<file path="src/rtl/pphy_pkg.sv">
package pphy_pkg;

    localparam logic [4:0] REG_PAGE = 5'h10;
    localparam logic [4:0] REG_CMD  = 5'h11;
    localparam logic [4:0] REG_WIN0 = 5'h18;

    typedef enum logic [1:0] {
        SEL_NONE = 2'd0,
        SEL_PAGE = 2'd1,
        SEL_CMD  = 2'd2,
        SEL_WIN  = 2'd3
    } reg_sel_e;

    typedef struct packed {
        logic [7:0] num;
        logic       en;
    } page_t;

    typedef struct packed {
        logic [7:0] off;
        logic       rd;
        logic       wr;
    } cmd_t;

    function automatic reg_sel_e decode_reg(input logic [4:0] r, input int unsigned nwin);
        logic [5:0] top;
        top = {1'b0, REG_WIN0} + 6'(nwin);
        if (r == REG_PAGE)                                return SEL_PAGE;
        if (r == REG_CMD)                                 return SEL_CMD;
        if (r >= REG_WIN0 && {1'b0, r} < top)             return SEL_WIN;
        return SEL_NONE;
    endfunction

    function automatic logic [15:0] pack_page(input page_t p);
        return {p.num, 7'b0, p.en};
    endfunction

    function automatic logic [15:0] pack_cmd(input cmd_t c);
        return {c.off, 6'b0, c.rd, c.wr};
    endfunction

endpackage

</file>
<file path="src/rtl/pphy_decode.sv">
module pphy_decode
    import pphy_pkg::*;
#(
    parameter logic [4:0] PHY_ADDR = 5'h1E,
    parameter int unsigned NWIN    = 4,
    localparam int unsigned IDX_W  = (NWIN > 1) ? $clog2(NWIN) : 1
) (
    input  logic [4:0]       phy,
    input  logic [4:0]       regno,
    input  logic             we,
    input  logic             re,
    output reg_sel_e         sel,
    output logic [IDX_W-1:0] win_idx,
    output logic             hit_we,
    output logic             hit_re
);
    logic       match;
    logic [4:0] rel;

    always_comb begin
        match   = (phy == PHY_ADDR);
        hit_we  = we && match;
        hit_re  = re && match;
        sel     = decode_reg(regno, NWIN);
        rel     = regno - REG_WIN0;
        win_idx = rel[IDX_W-1:0];
    end
endmodule

</file>
<file path="src/rtl/pphy_xfer.sv">
module pphy_xfer #(
    parameter int unsigned ACC_LAT = 4,
    localparam int unsigned CNT_W  = $clog2(ACC_LAT + 1)
) (
    input  logic clk,
    input  logic rst,
    input  logic start_wr,
    input  logic start_rd,
    output logic busy,
    output logic cmd_rd,
    output logic cmd_wr,
    output logic done
);
    logic [CNT_W-1:0] cnt;

    always_ff @(posedge clk) begin
        if (rst) begin
            busy   <= 1'b0;
            cnt    <= '0;
            cmd_rd <= 1'b0;
            cmd_wr <= 1'b0;
        end else if (!busy && (start_rd || start_wr)) begin
            busy   <= 1'b1;
            cnt    <= CNT_W'(ACC_LAT);
            cmd_rd <= start_rd;
            cmd_wr <= start_wr && !start_rd;
        end else if (busy) begin
            if (cnt == CNT_W'(1)) begin
                busy   <= 1'b0;
                cnt    <= '0;
                cmd_rd <= 1'b0;
                cmd_wr <= 1'b0;
            end else begin
                cnt <= cnt - CNT_W'(1);
            end
        end
    end

    assign done = busy && (cnt == CNT_W'(1));

    AST_CMD_ONEHOT: assert property (@(posedge clk) disable iff (rst)
        $onehot0({cmd_rd, cmd_wr}));
    AST_BUSY_HAS_CMD: assert property (@(posedge clk) disable iff (rst)
        busy |-> (cmd_rd || cmd_wr));
    AST_IDLE_NO_CMD: assert property (@(posedge clk) disable iff (rst)
        !busy |-> !(cmd_rd || cmd_wr));
    AST_CNT_RANGE: assert property (@(posedge clk) disable iff (rst)
        busy |-> (cnt != '0 && cnt <= CNT_W'(ACC_LAT)));
endmodule

</file>
<file path="src/rtl/pphy_window.sv">
module pphy_window #(
    parameter int unsigned NWIN   = 4,
    localparam int unsigned IDX_W = (NWIN > 1) ? $clog2(NWIN) : 1,
    localparam int unsigned FLAT_W = NWIN * 16
) (
    input  logic              clk,
    input  logic              rst,
    input  logic              wr_en,
    input  logic [IDX_W-1:0]  wr_idx,
    input  logic [15:0]       wr_data,
    input  logic              cap,
    input  logic [FLAT_W-1:0] cap_data,
    output logic [FLAT_W-1:0] win_flat
);
    for (genvar g = 0; g < NWIN; g++) begin : g_slot
        always_ff @(posedge clk) begin
            if (rst)
                win_flat[g*16 +: 16] <= '0;
            else if (cap)
                win_flat[g*16 +: 16] <= cap_data[g*16 +: 16];
            else if (wr_en && wr_idx == IDX_W'(g))
                win_flat[g*16 +: 16] <= wr_data;
        end
    end
endmodule

</file>
<file path="src/rtl/pphy_bridge.sv">
module pphy_bridge
    import pphy_pkg::*;
#(
    parameter logic [4:0] PHY_ADDR = 5'h1E,
    parameter int unsigned DATA_W  = 64,
    parameter int unsigned ACC_LAT = 4,
    localparam int unsigned NWIN   = DATA_W / 16,
    localparam int unsigned IDX_W  = (NWIN > 1) ? $clog2(NWIN) : 1
) (
    input  logic              clk,
    input  logic              rst,
    input  logic [4:0]        mg_phy,
    input  logic [4:0]        mg_reg,
    input  logic              mg_we,
    input  logic [15:0]       mg_wdata,
    input  logic              mg_re,
    output logic [15:0]       mg_rdata,
    output logic              ib_req,
    output logic              ib_we,
    output logic [7:0]        ib_page,
    output logic [7:0]        ib_off,
    output logic [DATA_W-1:0] ib_wdata,
    input  logic [DATA_W-1:0] ib_rdata
);
    reg_sel_e         sel;
    logic [IDX_W-1:0] win_idx;
    logic             hit_we, hit_re, wr_ok;
    logic             busy, cmd_rd, cmd_wr, done;
    logic             start_rd, start_wr;
    page_t            page_q;
    logic [7:0]       off_q;
    logic [DATA_W-1:0] win_flat;
    logic [15:0]      rd_val;
    cmd_t             cmd_view;

    pphy_decode #(.PHY_ADDR(PHY_ADDR), .NWIN(NWIN)) u_dec (
        .phy(mg_phy), .regno(mg_reg), .we(mg_we), .re(mg_re),
        .sel(sel), .win_idx(win_idx), .hit_we(hit_we), .hit_re(hit_re)
    );

    assign wr_ok    = hit_we && !busy;
    assign start_rd = wr_ok && sel == SEL_CMD && page_q.en && mg_wdata[1];
    assign start_wr = wr_ok && sel == SEL_CMD && page_q.en && mg_wdata[0];

    pphy_xfer #(.ACC_LAT(ACC_LAT)) u_xfer (
        .clk(clk), .rst(rst), .start_wr(start_wr), .start_rd(start_rd),
        .busy(busy), .cmd_rd(cmd_rd), .cmd_wr(cmd_wr), .done(done)
    );

    pphy_window #(.NWIN(NWIN)) u_win (
        .clk(clk), .rst(rst),
        .wr_en(wr_ok && sel == SEL_WIN), .wr_idx(win_idx), .wr_data(mg_wdata),
        .cap(done && cmd_rd), .cap_data(ib_rdata), .win_flat(win_flat)
    );

    always_ff @(posedge clk) begin
        if (rst) begin
            page_q <= '0;
            off_q  <= '0;
        end else if (wr_ok) begin
            if (sel == SEL_PAGE) page_q <= '{num: mg_wdata[15:8], en: mg_wdata[0]};
            if (sel == SEL_CMD)  off_q  <= mg_wdata[15:8];
        end
    end

    always_comb begin
        cmd_view = '{off: off_q, rd: cmd_rd, wr: cmd_wr};
        case (sel)
            SEL_PAGE: rd_val = pack_page(page_q);
            SEL_CMD:  rd_val = pack_cmd(cmd_view);
            SEL_WIN:  rd_val = win_flat[win_idx*16 +: 16];
            default:  rd_val = 16'h0000;
        endcase
    end

    always_ff @(posedge clk) begin
        if (rst)         mg_rdata <= '0;
        else if (hit_re) mg_rdata <= rd_val;
    end

    assign ib_req   = busy;
    assign ib_we    = cmd_wr;
    assign ib_page  = page_q.num;
    assign ib_off   = off_q;
    assign ib_wdata = win_flat;

    AST_REQ_NEEDS_EN: assert property (@(posedge clk) disable iff (rst)
        $rose(ib_req) |-> page_q.en);
    AST_ADDR_STABLE: assert property (@(posedge clk) disable iff (rst)
        (ib_req && $past(ib_req)) |-> ($stable(ib_page) && $stable(ib_off)));
    AST_WDATA_STABLE: assert property (@(posedge clk) disable iff (rst)
        (ib_req && !done) |=> $stable(ib_wdata));
    AST_FOREIGN_WRITE: assert property (@(posedge clk) disable iff (rst)
        (mg_we && mg_phy != PHY_ADDR) |=> ($stable(page_q) && $stable(off_q)));
    AST_RDATA_HOLD: assert property (@(posedge clk) disable iff (rst)
        !(mg_re && mg_phy == PHY_ADDR) |=> $stable(mg_rdata));
endmodule

</file>
<file path="config.mk">
export PLATFORM = sky130hd
export DESIGN_NAME = pphy_bridge
export DESIGN_NICKNAME = d
export VERILOG_FILES = /design/src/rtl/pphy_pkg.sv /design/src/rtl/pphy_decode.sv /design/src/rtl/pphy_xfer.sv /design/src/rtl/pphy_window.sv /design/src/rtl/pphy_bridge.sv
export SDC_FILE = /design/constraint.sdc
export NUM_CORES = 1
export LEC_CHECK = 0
export ABC_AREA = 0
export BUFFER_PORTS_ARGS = -buffer_cell sky130_fd_sc_hd__buf_2
export CORE_ASPECT_RATIO = 1.1
export CORE_MARGIN = 3
export CORE_UTILIZATION = 53
export CTS_CLUSTER_SIZE = 8
export DETAILED_ROUTE_END_ITERATION = 12
export HOLD_SLACK_MARGIN = 0.02
export PLACE_DENSITY = 0.91
export REMOVE_ABC_BUFFERS = 1
export SYNTH_ARGS = -nofsm -noshare
export SYNTH_HDL_FRONTEND = slang
export SYNTH_SLANG_ARGS = --single-unit
</file>
<file path="constraint.sdc">
create_clock -name clk -period 2.8 [get_ports clk]
set_input_delay 0.14 -clock clk [delete_from_list [all_inputs] [get_ports clk]]
set_output_delay 0.14 -clock clk [all_outputs]
set_load 0.1 [all_outputs]
</file>
==> flow_summary.toml <==
[clock_tree]
cts.path.max_buffers = 2
cts_setup_buffers = 0
h-tree-depth = 3
clkLatencyLatePin_ps = 370
clkTransAtPathRegs_ps = 110
clkSinkCount = 103
cts_root_buf = "clkbuf_8"
cts_tree = "done"
cts_buffers = 9

[global_route]
grt_use_total_pct = 31.6
grt_overflow_total = 0
grt_max_degree = 65
top_usage_layer = "met2"
grtUsageMet3_pct = 5.94
grtUsageMet1_pct = 37.4
grtUsageMet2_pct = 54.0
antenna_found_initial = 1
grt_pass1_vias = 5100
grt_pass1_wl_um = 26400

[cells_and_area]
syn_to_final_growth_pct = 20.8
finish.utilization_pct = 67.4
instances_no_fill = 813
drive_above_1_share_pct = 36.5
seqCellArea_mm2 = 0.00206
multi_input_area_mm2 = 0.00262
nets = 789
fillers = 720
design_area_mm2 = 0.00610

[drt]
vias_per_cell = 6.47
vias = 5257
wirelength_um = 17400
drt_iter0_drc = 534
drc_errors = 0
drt-pass1-iter-count = 5
post_drt_wl_per_cell_um = 21.4
ant_nets = 0

[sta]
rsz0062_at_grt = "no"
finalHoldViolations = 0
slew_headroom_pct = 32.0
whs_ps = 31.1
finalSetupViolCount = 0
finalMaxSlewViolations = 0
fin_crit_ps = 2460
timing.final.crit_share_pct = 87.7
fmax_mhz = 407
clock_skew_ps = 15.0
tightest_slew_ps = 1010

[yosys]
synthCells = 539
syn_avg_cell_area_um2 = 9.37
netlist.area_leader.share_pct = 40.8
yosys_warnings = 0
ys_ff_latch = 103
synth_area_leader_cell = "dfxtp_1"
syn_area_mm2 = 0.00505
yosys_most_used_dff = "dfxtp_1"
yosysMostFrequentCell = "dfxtp_1"
synth_common_cells = "dfxtp_1 (103), nand2_1 (80), nor3_1 (55)"
synthTopCellsByArea = "dfxtp_1 (41%), mux4_2 (7.1%), nand2_1 (5.9%), nor3_1 (5.4%), a311oi_1 (3.8%)"
synth_edf_count = 0
seq_area_frac_synth_pct = 40.8
ys_types = 45
synthArstFlopShare_pct = 0

[outcome]
status = "finished, final reports clean"

[placed_design]
place.detailed.hpwl_um = 12200
dp_cells = 795
placed_area_mm2 = 0.00588
gp_congestion = 0.904
portBuffers = 191

[floorplan]
io_pins = 192
fp-row-count = 36
die_w_um = 99.1
dieArea_mm2 = 0.0107
die_h_um = 108
core_mm2 = 0.00905
start_util_pct = 55.8

[worst_setup_path]
crit_required_ps = 3030
crit_chain = "inv_1, ha_1, nand4b_1, nand2_1, a21boi_0, a211oi_1"
crit_type = "flip-flop to flip-flop"
critPathCaptureType = "flip-flop"
cp_slowest_stage_delay_ps = 810
cpMaxStageDelayCell = "nand4b_1"
cp.arrival_ps = 2690
crit_path_start_kind = "flip-flop"
crit_fanout = 16

[min_path]
worst_hold_path_type = "input pin to flip-flop"

[pwr]
powerDensity_mw_per_mm2 = 433
p_leak_nw = 2.66
peakVddDrop_uv = 341

[run]
drv_cap = 0
worst max-delay path: cells and delay by family, from the launching register on:
kind,cells,cell delay (ps)
adder cells (fa/ha/maj),1,210
AO/OA/AOI/OAI,2,400
buffers and inverters,1,70
flip-flops,1,330
AND/OR/NAND/NOR,2,1320
area by class of cell:
| type | count | share of cell area [%] |
|---|---|---|
| clock inverters | 7 | 1.31 |
| repair buffers | 203 | 17.2 |
| clock buffers | 9 | 2.03 |
| multi-input cells | 370 | 42.9 |
| diodes | 1 | 0.0410 |
| inverters | 6 | 0.369 |
| flip-flops and latches | 103 | 33.8 |
| well taps | 114 | 2.34 |
power breakdown:
| part | internal [W] | switching [W] | total, W |
|---|---|---|---|
| Clock | 0.000427 | 0.000549 | 0.000975 |
| Combinational | 0.0000810 | 0.000123 | 0.000204 |
| Sequential | 0.00146 | 0.000000587 | 0.00147 |
| Total | 0.00197 | 0.000672 | 0.00264 |
registers in the layout, indices dropped and copies added (netlist names), 3 cells and up:
name	flops
ib_off	8
u_win.win_flat	64
u_xfer.cnt	3
ib_page	8
mg_rdata	16
cells in the final DEF, fill, tap and decap left out, types with 2 or more instances in the layout:
master | Yosys | final
nand2_1 | 80 | 80
inv_6 | 0 | 2
and4_1 | 2 | 2
a311oi_2 | 10 | 10
dfxtp_1 | 103 | 103
a22oi_1 | 6 | 6
nand4_1 | 2 | 2
nor3_1 | 55 | 55
buf_2 | 20 | 191
o21ai_0 | 3 | 3
nor2_1 | 27 | 26
and3b_1 | 2 | 2
a31oi_1 | 13 | 13
or2_2 | 4 | 4
a211oi_1 | 19 | 19
and2_1 | 2 | 2
a21oi_1 | 21 | 21
o2bb2ai_1 | 10 | 10
nand3_1 | 2 | 2
o31ai_1 | 13 | 13
mux4_2 | 16 | 16
nor4_4 | 2 | 2
ha_1 | 2 | 2
clkbuf_8 | 0 | 9
mux2i_1 | 18 | 18
or2_1 | 3 | 3
buf_4 | 10 | 11
inv_1 | 6 | 6
nand3b_1 | 4 | 4
a311oi_1 | 22 | 22
a21boi_0 | 19 | 19
final timing paths:
path                              start                         endpoint  slack [ps]  cells after the start
max          u_xfer.cnt[1]$_SDFFE_PP0P_  u_win.win_flat[60]$_SDFFE_PP0P_         340                      6
min reg2reg      ib_off[2]$_SDFFE_PP0N_           ib_off[2]$_SDFFE_PP0N_         480                      2
min                        ib_rdata[34]  u_win.win_flat[34]$_SDFFE_PP0P_          30                      3
max reg2reg  u_xfer.cnt[1]$_SDFFE_PP0P_  u_win.win_flat[60]$_SDFFE_PP0P_         340                      6
logic make-up after synthesis:
family,synth area share [%]
mux,10.9
simple gates,18.8
fa+ha+maj,0.495
flops,40.8
buf+inv,7.48
compound gates,21.5
metrics by stage:
step                      power, W  worst slack [ps]  setup TNS, ps
after floorplan            0.00156             -3360        -208450
after global placement     0.00169               509              0
after detailed placement   0.00169               431              0
after CTS                  0.00264               418              0
after global routing       0.00271               256              0
final                      0.00264               345              0
routing by layer:
metal  vias to the layer above  part of all wire (%)
met5                         -                     0
met4                         0                   4.9
met3                        98                    12
met2                       420                    48
met1                      2423                    35
li1                       2316                     -
what timing repair did:
action | in CTS | in global routing
resized for setup | 0 | 0
setup endpoints to repair | 0 | 0
endpoints found under the hold margin | 1 | 0
hold buffers | 1 | 0
Note: power is estimated with default switching activity, not from simulation.
